**config.mk**
```make
export PLATFORM = sky130hd
export DESIGN_NAME = victim_sel
export DESIGN_NICKNAME = d
export VERILOG_FILES = /design/src/rtl/victim_sel.sv
export SDC_FILE = /design/constraint.sdc
export NUM_CORES = 1
export LEC_CHECK = 0
export BUFFER_PORTS_ARGS = -buffer_cell sky130_fd_sc_hd__buf_4
export CORE_UTILIZATION = 40
export DETAILED_ROUTE_END_ITERATION = 10
export HOLD_SLACK_MARGIN = 0.03
export RECOVER_POWER = 50
export SLEW_MARGIN = 20
export SYNTH_ARGS = -nofsm -noshare
export SYNTH_HDL_FRONTEND = slang
export SYNTH_SLANG_ARGS = --single-unit
```
**constraint.sdc**
```tcl
create_clock -name clk -period 1.41 [get_ports clk]
set_input_delay 0.2115 -clock clk [delete_from_list [all_inputs] [get_ports clk]]
set_output_delay 0.2115 -clock clk [all_outputs]
set_load 0.03 [all_outputs]
```
**src/rtl/victim_sel.sv**
```systemverilog
module victim_sel #(
  parameter logic [15:0] SEED = 16'hACE1
) (
  input  logic        clk,
  input  logic        rst_n,
  input  logic        miss_i,
  input  logic        cfg_we_i,
  input  logic        cfg_priv_i,
  input  logic        cfg_addr_i,
  input  logic [15:0] cfg_wdata_i,
  output logic [2:0]  victim_o,
  output logic        victim_valid_o,
  output logic        cfg_err_o
);
  localparam int LW = 16;
  localparam int VW = 3;

  logic [VW-1:0] cnt_q;
  logic [LW-1:0] lfsr_q;
  logic          mode_q;

  logic wr_ok, wr_bad, fb;
  assign wr_ok  = cfg_we_i && cfg_priv_i;
  assign wr_bad = cfg_we_i && !cfg_priv_i;
  assign fb     = lfsr_q[15] ^ lfsr_q[13] ^ lfsr_q[12] ^ lfsr_q[10];

  always_ff @(posedge clk or negedge rst_n) begin
    if (!rst_n) begin
      cnt_q  <= '0;
      lfsr_q <= SEED;
      mode_q <= 1'b0;
    end else begin
      cnt_q <= cnt_q + 1'b1;
      if (wr_ok && !cfg_addr_i)
        mode_q <= cfg_wdata_i[0];
      if (wr_ok && cfg_addr_i)
        lfsr_q <= (cfg_wdata_i == '0) ? SEED : cfg_wdata_i;
      else
        lfsr_q <= {lfsr_q[LW-2:0], fb};
    end
  end

  always_ff @(posedge clk or negedge rst_n) begin
    if (!rst_n) begin
      victim_o       <= '0;
      victim_valid_o <= 1'b0;
      cfg_err_o      <= 1'b0;
    end else begin
      victim_valid_o <= miss_i;
      cfg_err_o      <= wr_bad;
      if (miss_i)
        victim_o <= mode_q ? lfsr_q[VW-1:0] : cnt_q;
    end
  end
endmodule


```
==> flow_results.org, run 1 <==
** Setup path
- Crit Reg-Reg Startpoint :: lfsr_q[10]
- In this design, the stage delay of the slowest critical-path cell is 0.57 ns.
- At the worst endpoint, the required time is 1.64 ns.
- The most critical setup path has its startpoint at lfsr_q[10].
- Traced cell by cell, the critical path runs through xor2_1, xnor2_1, a22oi_2.
- STA classifies the critical path endpoint as a flop.
- Broken down by cell family, the worst path's largest delay share belongs to flip-flops.
- The largest individual stage delay along the critical path comes from the cell sky130_fd_sc_hd__dfstp_2.
- Of all nets on the critical path, the largest fanout is 2.
- Critical Path Start Type :: flop
- Together, buffers and inverters on the worst path number 0.
- The critical path is of the flop to flop type.
- Worst EP arrival :: 1.33 ns

** Placement
- Count of buffers from port buffering :: 26
- The congestion estimate from routability-driven global placement came to 0.736.
- Cell Count Post-Placement :: 156
- Detailed placer's ending HPWL :: 1510 µm
- Before CTS, the worst setup slack after placement is 0.163 ns.

** Routing
- Routed length per placed instance :: 12.5 µm
- Initial detailed-routing violation count :: 13
- The first detailed-routing pass ran for 4 iterations.
- Total vias in the final route :: 811
- For this run, design rule violations remaining after detail routing come to 0.
- Drt via density :: 5.04
- After detailed routing, the total wire length is 2020 µm.
- The detail route stage leaves a number of antenna-violating nets equal to 0.

** Clock network
- CTS built an H-tree with a depth of 1.
- Clk Tree Root Cell :: sky130_fd_sc_hd__clkbuf_4
- Clk_lat worst skew :: 0.30 ns
- Num CTS Buffers :: 3
- Number of buffers inserted by post-CTS setup repair :: 0
- Post-CTS sizing :: 0
- TritonCTS clock tree :: done
- Number of clock sinks seen by CTS :: 25
- Clock-pin slew was measured on the worst setup and hold paths at 0.12 ns.
- Number of buffers on the longest clock path :: 2

** STA
- Clock skew on the completed layout was measured at 0.00162 ns.
- Dividing the final minimum period by the clock period gives 0.775.
- Setup repair after global routing left no endpoint under its margin.
- The max-slew violation total from the final report came to 0.
- Crit path setup slack, layout :: 0.318 ns
- Across all hold checks on the routed design, the worst slack comes to 0.0706 ns.
- Max Clk Rate :: 916 MHz
- For the finished layout, the period the worst path requires is 1.09 ns.
- Fin. Hold Viols :: 0
- Setup violators final :: 0
- For the pin with the worst max-slew slack, the measured transition is 0.639 ns.
- Max-Slew Margin vs Limit :: 0.574
- Adding up every negative setup slack in the final design gives 0 ns.

** Yosys
- Synth Cell Area :: 0.00106 mm²
- Counting every instance in the synthesized netlist gives 101.
- Counting flops and latches in the post-synthesis netlist gives 25.
- Among all flip-flop cells after synthesis, the most frequent one is sky130_fd_sc_hd__dfrtp_1.
- Yosys mapped a number of flops with a built-in enable equal to 0.
- Yosys printed 0 warnings.
- In this run, distinct cell masters in the synthesized netlist total 19.
- Net count after synthesis :: 124
- Of the synthesized area, sequential elements account for 0.600.
- For this run, asynchronously set or reset flops after synthesis account for 1.00.
- Post-synthesis average cell area :: 10.5 µm²

** Worst hold path
- The worst hold path belongs to the class input port to flop.
- Hold path startpoint :: cfg_priv_i

** Layout
- Area overhead of the layout relative to synthesis :: 24.1%
- Net count, final :: 155
- Filler-free cell count of the finished design :: 161
- Once layout is complete, the utilization of the core stands at 0.526.
- Layout cells sized above 1 :: 0.328
- Total of fill cells in the finished design :: 236
- 0 antenna diodes ended up in the layout.

** Run status
- Status :: completed

** Floorplan
- Site Rows :: 18
- From left edge to right edge, the die measures 53.5 µm.
- The die covers 0.00286 mm².
- Boundary Pins :: 27
- Starting density of the core :: 0.424
- Chip height :: 53.5 µm
- Placeable Area :: 0.00250 mm²

** Power
- The worst-case IR drop observed on VDD is 0.000854 V.
- For this design the static power due to leakage is 0.636 nW.
- Power per cell area :: 1310 mW/mm²

** Global route
- Largest net degree at the start of global routing :: 26
- The first global-routing pass estimated 3370 µm of wire.
- Global routing finished with a remaining overflow of 0.
- The number of global-route vias before repair came to 761.
- Overall routing resource usage :: 0.170
- Number of antenna violations at the first check in global routing :: 0

** Job
- Max-cap violation count :: 0
-- path summary, 6_finish.rpt --
check,to,slack [ns],cells past startpoint
worst max-delay path,lfsr_q[0],0.32,3
worst min-delay path,cfg_err_o,0.07,2
worst max register to register,lfsr_q[0],0.32,3
worst min register to register,cnt_q[0],0.47,1
max in group asynchronous,lfsr_q[7],0.61,2
min in group asynchronous,cfg_err_o,0.43,2
-- Yosys cell counts (3+ instances only) --
master                    instances  area share
sky130_fd_sc_hd__dfstp_2          8        0.20
sky130_fd_sc_hd__nand2_1         25       0.089
sky130_fd_sc_hd__nor2_1          19       0.067
sky130_fd_sc_hd__xor2_1           3       0.025
sky130_fd_sc_hd__dfrtp_1         17        0.40
sky130_fd_sc_hd__mux2i_1          3       0.028
sky130_fd_sc_hd__a21oi_1         10       0.047
sky130_fd_sc_hd__nor4_2           3       0.035
sky130_fd_sc_hd__buf_2            3       0.014
-- area by class of cell --
class	count	area, µm²	share of cell area
Sequential cell	25	636	0.483
Timing Repair Buffer	29	206	0.157
Clock buffer	4	26.3	0.0200
Tap cell	30	37.5	0.0285
Inverter	1	3.75	0.00285
Multi-Input combinational cell	72	405	0.308
-- timing repair --
item,in CTS,in global routing
endpoints found under the hold margin,17,0
hold buffers,1,0
endpoints found under the setup margin,0,0
-- cell usage in the layout (no fill, tap or decap), drive strengths merged, types with 3 or more instances in the layout --
master  Yosys  routed
clkbuf      0       8
nor2       19      19
nor4        4       4
buf         3      24
nand2      25      25
dfrtp      17      17
a21oi      10      10
mux2i       3       3
dfstp       8       8
xor2        3       3
-- registers in the layout, indices dropped and copies added (netlist names) --
signal,cells
cfg_err_o,1
victim_valid_o,1
victim_o,3
lfsr_q,16
mode_q,1
cnt_q,3
-- power breakdown --
group          total [mW]  leakage, nW  switching, mW  internal [mW]
combinational       0.425        0.334          0.224          0.201
sequential           1.00        0.287         0.0804          0.923
clock               0.300       0.0150          0.190          0.110
total                1.73        0.636          0.495           1.23
-- stage by stage --
| stage | power, mW | instance area, µm² |
|---|---|---|
| after global placement | 1.44 | 1290 |
| after floorplan | 1.27 | 1060 |
| final | 1.73 | 1320 |
| after global routing | 1.85 | 1320 |
| after CTS | 1.77 | 1330 |
| after detailed placement | 1.45 | 1290 |
-- worst reg2reg max path: cells and delay by family (launching register included) --
kind	cells	cell delay [ns]
compound gates	1	0.18
xor+xnor	2	0.28
flops	1	0.57
-- routing by layer --
metal / vias up / track usage / routed length (µm)
li1: 390 / - / -
met1: 389 / 0.250 / 966
met2: 30 / 0.246 / 919
met3: 2 / 0.0259 / 116
met4: 0 / 0.0658 / 15
met5: - / 0 / 0
-- cell families (layout without fill, tap and decap cells) --
family / count (synthesis) / after routing / synth area share
and+or+nand+nor: 52 / 52 / 0.240
AOI/OAI and AO/OA: 11 / 11 / 0.0590
adders and majority gates: 1 / 1 / 0.0118
buffers and inverters: 4 / 34 / 0.0177
muxes: 4 / 4 / 0.0390
DFF: 25 / 25 / 0.600
xor gates and xnor gates: 4 / 4 / 0.0331
Power figures use the tool's default switching activity.
==> run 2, diff against run 1 <==
Settings changed: ABC_AREA from default to 1.
Clock period 1.41 ns to 1.1 ns, I/O delays scaled along.
==> flow_results.org, run 2 <==
** Worst hold path
- Worst min path class :: input port to flop
- For hold timing, the worst endpoint is cfg_err_o.
- Cell depth of the worst hold path :: 3
- The worst hold path begins at cfg_we_i.

** Global route
- Vias in the first global route :: 867
- Global-route wire length before repair :: 3600 µm
- The number of antenna violations at the first check in global routing came to 0.
- Largest net degree at the start of global routing :: 26
- Overall routing resource usage :: 0.145
- For this run the aggregate overflow at the end of global routing stands at 0.

** Setup path
- STA classifies the critical path endpoint as an output port.
- Cells on worst reg2reg path :: 7
- Crit Reg-Reg Startpoint :: lfsr_q[10]
- The critical path in this run is classified as flop to output port.
- Ordered cell list for the critical path :: buf_4
- Critical Path Start Type :: flop
- Stage delay of the slowest cell on the critical path :: 0.41 ns
- STA puts the critical path data arrival time at 0.88 ns.
- Number of buffer and inverter instances along the worst setup path :: 1
- CP max-delay cell :: sky130_fd_sc_hd__dfrtp_1
- Among cell families on the critical path, the largest total delay comes from flip-flops.
- Of all nets on the critical path, the largest fanout is 2.
- The endpoint identified for the worst register-to-register timing path is lfsr_q[0].
- Data on the critical path is required at its endpoint by 0.94 ns.
- The setup check on the worst reg-to-reg path leaves a slack of 0.08 ns.

** Power
- Maximum VDD drop :: 0.000901 V
- Internal power :: 1.62 mW
- Power share of the clock group :: 0.171
- In this run the power density over the cells is 1600 mW/mm².
- Of the total power, combinational logic draws 0.266.
- Leak :: 0.740 nW
- Net switching power of the design :: 648 µW
- Post-layout total power :: 2.26 mW
- Of the total power, registers draw 0.562.
- Switching part of the total :: 0.286

** STA
- Max-Slew Margin vs Limit :: 0.605
- Max-slew violation count :: 0
- Clock tree skew after final layout :: 0.00398 ns
- Static timing analysis puts the maximum clock frequency at 956 MHz.
- Minimum hold slack :: 0.0861 ns
- For the pin with the worst max-slew slack, the measured transition is 0.593 ns.
- The final hold violation count came to 0.
- Of the available clock period, the critical path in the final layout requires 0.951.
- The routed design could run at a clock period as short as 1.05 ns.
- TNS Setup :: 0 ns
- Setup violations remaining at the end of the flow were counted as 0.
- RSZ-0062 raised after global routing :: false

** Yosys
- In this run the mean area of a mapped cell was 9.66 µm².
- Of the synthesized area, sequential elements account for 0.558.
- By area the synthesized netlist is led by sky130_fd_sc_hd__dfrtp_1, sky130_fd_sc_hd__dfstp_2, sky130_fd_sc_hd__nand2_1.
- Synth Warn # :: 0
- Among all flip-flop cells after synthesis, the most frequent one is sky130_fd_sc_hd__dfrtp_1.
- The share of synthesized area in the top cell type comes to 0.373.
- Post-synthesis cell type with the largest combined area :: sky130_fd_sc_hd__dfrtp_1
- Summing every instance area after synthesis gives 0.00114 mm².
- Leading cell types by count after synthesis :: sky130_fd_sc_hd__nand2_1, sky130_fd_sc_hd__nor2_1, sky130_fd_sc_hd__dfrtp_1, sky130_fd_sc_hd__inv_1, sky130_fd_sc_hd__dfstp_2
- Dominant cell by count in the synthesized netlist :: sky130_fd_sc_hd__nand2_1
- The synthesized design contains 25 register bits.
- Of all flip-flops after synthesis, the portion carrying an async set or reset was 1.00.
- Count of distinct cell types in the synthesized netlist :: 17
- The synthesized design contains 0 enable-type register cells.
- Counting every net in the synthesized netlist gives 141.
- After technology mapping, the gate count stands at 118.

** Placement
- At the end of routability-driven placement, the weighted congestion stood at 0.754.
- Cell Count Post-Placement :: 173
- Input and output buffers added on the ports amount to 26.
- The placed instances occupy a cell area of 0.00136 mm².
- Detailed placement ended at an HPWL of 1570 µm.

** Routing
- Routed wire length :: 2060 µm
- Dividing the detail-routed wire length by the instance count gives 11.5 µm.
- The first detailed-routing pass ran for 4 iterations.
- Count of nets left with antenna violations after detail routing :: 0
- DRC :: 0
- In the routed layout, each cell is associated on average with a via count of 4.63.
- The detailed router placed 833 vias in this run.
- The detailed router finished its first iteration with 24 violations.

** Clock network
- Clock-pin slew on the worst setup and hold paths :: 0.12 ns
- Max H-tree Level :: 1
- After clock tree synthesis, the setup repair step added 0 buffers.
- The longest clock path from root to sink contains 2 buffers.
- Clk_lat worst skew :: 0.30 ns
- Num CTS Buffers :: 3
- Number of clock sinks seen by CTS :: 25
- Clk Tree Root Cell :: sky130_fd_sc_hd__clkbuf_4
- TritonCTS built the clock tree.

** Layout
- The finished layout holds 180 standard cells, fillers aside.
- Leaving out fill and tap cells, the most frequent cell in the layout is sky130_fd_sc_hd__nand2_1.
- FF+latch area :: 636 µm²
- Compared with the post-synthesis result, the final layout area differs by 24.3%.
- The largest registers in the layout are lfsr_q (16), cnt_q (3), victim_o (3).
- Max FFs per register :: 16
- Multi-input combinational cell area :: 442 µm²
- Net count, final :: 174
- In the layout the commonest cells are sky130_fd_sc_hd__nand2_1, sky130_fd_sc_hd__buf_4, sky130_fd_sc_hd__nor2_1, sky130_fd_sc_hd__dfrtp_1, sky130_fd_sc_hd__inv_1.
- Total of fill cells in the finished design :: 239
- Post-Layout Inst Area :: 0.00142 mm²
- The repair_antennas step left the layout with diodes totalling 0.
- More flip-flops sit in one register than any other, and that register is lfsr_q.
- In the final layout, the share of cells above drive strength 1 is 0.313.

** Floorplan
- Boundary Pins :: 27
- The initial utilization of the core area, before any placement, comes to 0.440.
- From bottom edge to top edge, the die measures 55.4 µm.
- The die covers 0.00307 mm².
- The floorplan has 18 rows.
- Placeable Area :: 0.00259 mm²
- The die is 55.4 µm wide.

** Run status
- Status :: completed

** Job
- Max-cap violation count :: 0
## run 2: cell count changes in the layout (fill, tap and decap cells not counted), moves of 3 or more
cell / before / now
sky130_fd_sc_hd__inv_1: 1 / 13
sky130_fd_sc_hd__a21oi_1: 10 / 1
sky130_fd_sc_hd__a21boi_0: 0 / 7
sky130_fd_sc_hd__nand2_1: 25 / 30
sky130_fd_sc_hd__mux2_4: 0 / 4
sky130_fd_sc_hd__nor2_1: 19 / 23
sky130_fd_sc_hd__a31oi_1: 0 / 3
sky130_fd_sc_hd__mux2_2: 1 / 4
sky130_fd_sc_hd__mux2i_1: 3 / 0
sky130_fd_sc_hd__nor4_2: 3 / 0
## run 2: metal layers
layer	vias up	routed length (µm)	global-route usage
met5	-	0	0
met4	0	13	0.0536
li1	433	-	-
met1	382	981	0.187
met3	2	73	0.0211
met2	16	992	0.248
## run 2: area by class of cell
type / count / area share
Clock buffer: 4 / 0.0186
Tap cell: 30 / 0.0265
Multi-Input combinational cell: 78 / 0.312
Timing Repair Buffer: 30 / 0.160
Inverter: 13 / 0.0345
Sequential cell: 25 / 0.449
## run 2: worst max path at each step
| stage | startpoint | endpoint | cells after the start |
|---|---|---|---|
| 6_report | victim_o[1] | victim_o[1] | 1 |
| 5_1_grt | lfsr_q[10] | lfsr_q[0] | 7 |
| 3_5_place_dp | cfg_wdata_i[6] | lfsr_q[6] | 6 |
| 4_1_cts | victim_o[0] | victim_o[0] | 1 |
| 3_3_place_gp | cfg_wdata_i[6] | lfsr_q[6] | 6 |
| 2_1_floorplan | lfsr_q[13] | lfsr_q[0] | 7 |
## run 2: logic make-up (layout without fill, tap and decap cells)
family / Yosys count / count (layout) / share of synthesized area
muxes: 8 / 8 / 0.0922
xor gates and xnor gates: 1 / 1 / 0.00769
DFF: 25 / 25 / 0.558
AOI/OAI and AO/OA: 11 / 11 / 0.0670
adders and majority gates: 1 / 1 / 0.0110
and+or+nand+nor: 57 / 57 / 0.205
buffers and inverters: 15 / 47 / 0.0593
## run 2: tightest hold or removal path: stages
cell and delay (ns):
sky130_fd_sc_hd__buf_4 0.13, sky130_fd_sc_hd__inv_1 0.04, sky130_fd_sc_hd__nor2_1 0.03
## run 2: metrics by stage
| stage | setup slack (ns) | utilization |
|---|---|---|
| after floorplan | 0.176 | - |
| after global placement | -0.0301 | 0.526 |
| after detailed placement | -0.0312 | 0.526 |
| after CTS | 0.0442 | 0.547 |
| after global routing | 0.00844 | 0.547 |
| final | 0.0544 | 0.547 |
## run 2: repair_timing
action                                 in CTS  in global routing
gates resized for setup                     0                  1
endpoints found under the hold margin      27                  0
setup endpoints to repair                   0                  1
hold buffers                                3                  0
## run 2: power by group through the flow
stage               clock network, mW  logic, mW  registers [mW]
floorplan                           0      0.334            1.33
global placement                    0      0.591            1.28
detailed placement                  0      0.599            1.29
CTS                             0.411      0.611            1.27
global route                    0.449      0.676            1.30
finish                          0.388      0.603            1.27
==> run 3, diff against run 2 <==
Settings changed: ABC_AREA 1 to default, BUFFER_PORTS_ARGS -buffer_cell sky130_fd_sc_hd__buf_4 to default, DONT_BUFFER_PORTS from default to 1, PLACE_DENSITY_LB_ADDON from default to 0.1.
==> flow_results.org, run 3 (synthesis gave the netlist of run 1 again) <==
** Worst hold path
- The path class of the tightest hold or removal check is input port to flop.
- Hold path startpoint :: cfg_wdata_i[14]

** Job
- Max-cap violations in this run came to 0.

** Layout
- Net count, final :: 149
- Relative to the synthesized area, the layout overhead comes to 27.6%.
- Max FFs per register :: 16
- The repair_antennas step left the layout with diodes totalling 0.
- In the layout the commonest cells are sky130_fd_sc_hd__nand2_1, sky130_fd_sc_hd__dlygate4sd3_1, sky130_fd_sc_hd__nor2_1, sky130_fd_sc_hd__dfrtp_1, sky130_fd_sc_hd__a21oi_1.
- Of the cells placed in the final design, the portion with a size suffix greater than 1 is 0.200.
- Most common cell after layout, fill and taps aside :: sky130_fd_sc_hd__nand2_1
- Leaving out filler cells and counting taps, the final layout contains 155.
- For this run, the share of the core covered by cells in the final layout is 0.541.
- Registers with the highest flip-flop counts :: lfsr_q (16), cnt_q (3), victim_o (3)
- Ranked by flip-flop count, first place goes to lfsr_q.

** STA
- Clock tree skew after final layout :: 0.00184 ns
- Time the final worst path needs with I/O delays and setup :: 1.08 ns
- Timing would allow up to 926 MHz.
- Setup violations remaining at the end of the flow were counted as 0.
- Of the available clock period, the critical path in the final layout requires 0.981.
- In this run the tightest slew margin relative to its limit is 0.588.
- The tightest hold path in the finished design has a slack of 0.0748 ns.
- The max-slew violation total from the final report came to 0.
- The final hold violation count was 0.
- At the pin with the least slew margin, the transition time is 0.618 ns.
- After layout, the worst setup slack is 0.0206 ns.
- RSZ-0062 raised after global routing :: true

** Power
- Internal power :: 1.56 mW
- Power per cell area :: 1650 mW/mm²
- Power comes to 2.23 mW.
- Switching part of the total :: 0.300
- IR analysis of the VDD net gives a maximum drop of 0.000875 V.
- Summed over all cells, the static leakage comes to 0.619 nW.
- Share of power burned in registers :: 0.615
- The share of total power dissipated in the clock network is 0.188.
- Logic pwr share :: 0.197
- Summed over all nets, the switching power comes to 669 µW.

** Routing
- The routed design has 2150 µm of wire.
- The final route contains 764 vias.
- For this run, design rule violations remaining after detail routing come to 0.
- The first detailed-routing pass took 3 iterations.
- Initial detailed-routing violation count :: 7
- Drt via density :: 4.93
- Dividing the detail-routed wire length by the instance count gives 13.9 µm.
- Once detail routing completed, the nets flagged for antenna violations numbered 0.

** Placement
- After legalization and detailed placement, the total HPWL measured 1370 µm.
- In this run the tool buffered the top-level ports with 0 buffer cells.
- OpenSTA, run right after detailed placement, puts the worst setup slack at 0.0137 ns.
- Cell Count Post-Placement :: 130
- Weighted congestion reported at the end of routability-driven placement :: 0.693

** Setup path
- STA classifies the critical path endpoint as a flop.
- Of all nets on the critical path, the largest fanout is 4.
- Flop2flop setup slack :: 0.02 ns
- Worst EP arrival :: 1.35 ns
- The worst register-to-register path begins at lfsr_q[10].
- Number of buffer and inverter instances along the worst setup path :: 2
- Critical path startpoint :: cfg_priv_i
- Ordered cell list for the critical path :: dlygate4sd3_1, nor2b_1, dlygate4sd3_1
- The largest single stage delay on the critical path is 0.54 ns.
- Crit path required time :: 1.37 ns
- Cell with the most instances on the worst path :: sky130_fd_sc_hd__dlygate4sd3_1
- Class of the most critical setup path :: input port to flop
- Critical Path Start Type :: input port
- Family with the most delay on the worst path :: buffers and inverters
- CP max-delay cell :: sky130_fd_sc_hd__dlygate4sd3_1

** Global route
- Global-route wire length before repair :: 3410 µm
- In the global route stage, met3 resource usage came out at 0.0345.
- For this run, global-route usage on met1 was measured as 0.246.
- Entering global routing, the biggest net connects 26 pins.
- Fraction of met2 tracks used by global routing :: 0.254
- Number of antenna violations at the first check in global routing :: 0
- Overflow left after global routing :: 0
- The number of global-route vias before repair is 740.
- After global routing, the most crowded layer is met2.
- Overall routing resource usage :: 0.173

** Run status
- Status :: completed

** Floorplan
- From bottom edge to top edge, the die measures 53.5 µm.
- Die area :: 0.00286 mm²
- Site Rows :: 18
- For this configuration, the core starts out at a cell density of 0.424.
- Width of the chip :: 53.5 µm
- Placeable Area :: 0.00250 mm²
- Pin placement for this block handled 27 I/O pins.

** Clock network
- Clk Tree Root Cell :: sky130_fd_sc_hd__clkbuf_4
- Counting the buffers created by CTS gives 3.
- In this run the number of H-tree levels came out at 1.
- TritonCTS clock tree :: done
- Number of buffers on the longest clock path :: 2
- After clock tree synthesis, the clock-pin slew on the worst setup and hold paths is 0.14 ns.
- Number of clock sinks seen by CTS :: 25
- Clk_lat worst skew :: 0.32 ns
[run 3: cell types whose count changed in the layout (fill, tap and decap cells not counted), sizes merged, moves of 5 or more]
| cell | delta |
|---|---|
| a21boi | -7 |
| nand2 | -5 |
| dlygate4sd3 | +17 |
| inv | -12 |
| mux2 | -7 |
| buf | -23 |
| a21oi | +9 |
[run 3: power groups by stage]
| stage | clock (mW) | sequential (mW) | combinational, mW |
|---|---|---|---|
| 2_1_floorplan | 0 | 1.34 | 0.285 |
| 3_3_place_gp | 0 | 1.37 | 0.329 |
| 3_5_place_dp | 0 | 1.38 | 0.326 |
| 4_1_cts | 0.422 | 1.37 | 0.416 |
| 5_1_grt | 0.467 | 1.39 | 0.500 |
| 6_report | 0.420 | 1.37 | 0.440 |
[run 3: path summary, 6_finish.rpt]
path,end,cells past startpoint
worst min register to register,cnt_q[0],1
worst min-delay path,lfsr_q[0],3
worst max register to register,lfsr_q[0],3
min in group asynchronous,victim_valid_o,2
max in group asynchronous,lfsr_q[8],2
worst max-delay path,cfg_err_o,3
[run 3: worst reg2reg max path, stage by stage, from the launching register on]
cell and delay [ns]:
sky130_fd_sc_hd__dfstp_2 0.58, sky130_fd_sc_hd__xor2_2 0.19, sky130_fd_sc_hd__xnor2_2 0.10, sky130_fd_sc_hd__a22oi_2 0.15
[run 3: timing repair]
item / CTS / global route
buffers inserted: 0 / 0
hold endpoints to repair: 47 / 0
resized for setup: 0 / 3
setup endpoints to repair: 0 / 1
hold buffers: 21 / 0
[run 3: layout make-up]
type                       count  area (µm²)
clock buffer                   3        22.5
multi-input combinational     72         428
sequential                    25         636
inverter                       1        3.75
timing repair buffer          23         220
clock inverter                 1        5.00
tap                           30        37.5
fill                         233        1150
[run 3: layer usage]
metal,part of all wire,vias to the layer above,wire length (µm)
met3,0.052,2,111
met1,0.50,366,1070
met5,0,-,0
li1,-,376,-
met2,0.44,20,954
met4,0.0070,0,15
[run 3: metrics by stage]
stage / TNS, ns / cell area, µm²
2_1_floorplan: 0 / 1060
3_3_place_gp: -0.00627 / 1100
3_5_place_dp: 0 / 1100
4_1_cts: 0 / 1350
5_1_grt: -0.0343 / 1350
6_report: 0 / 1350
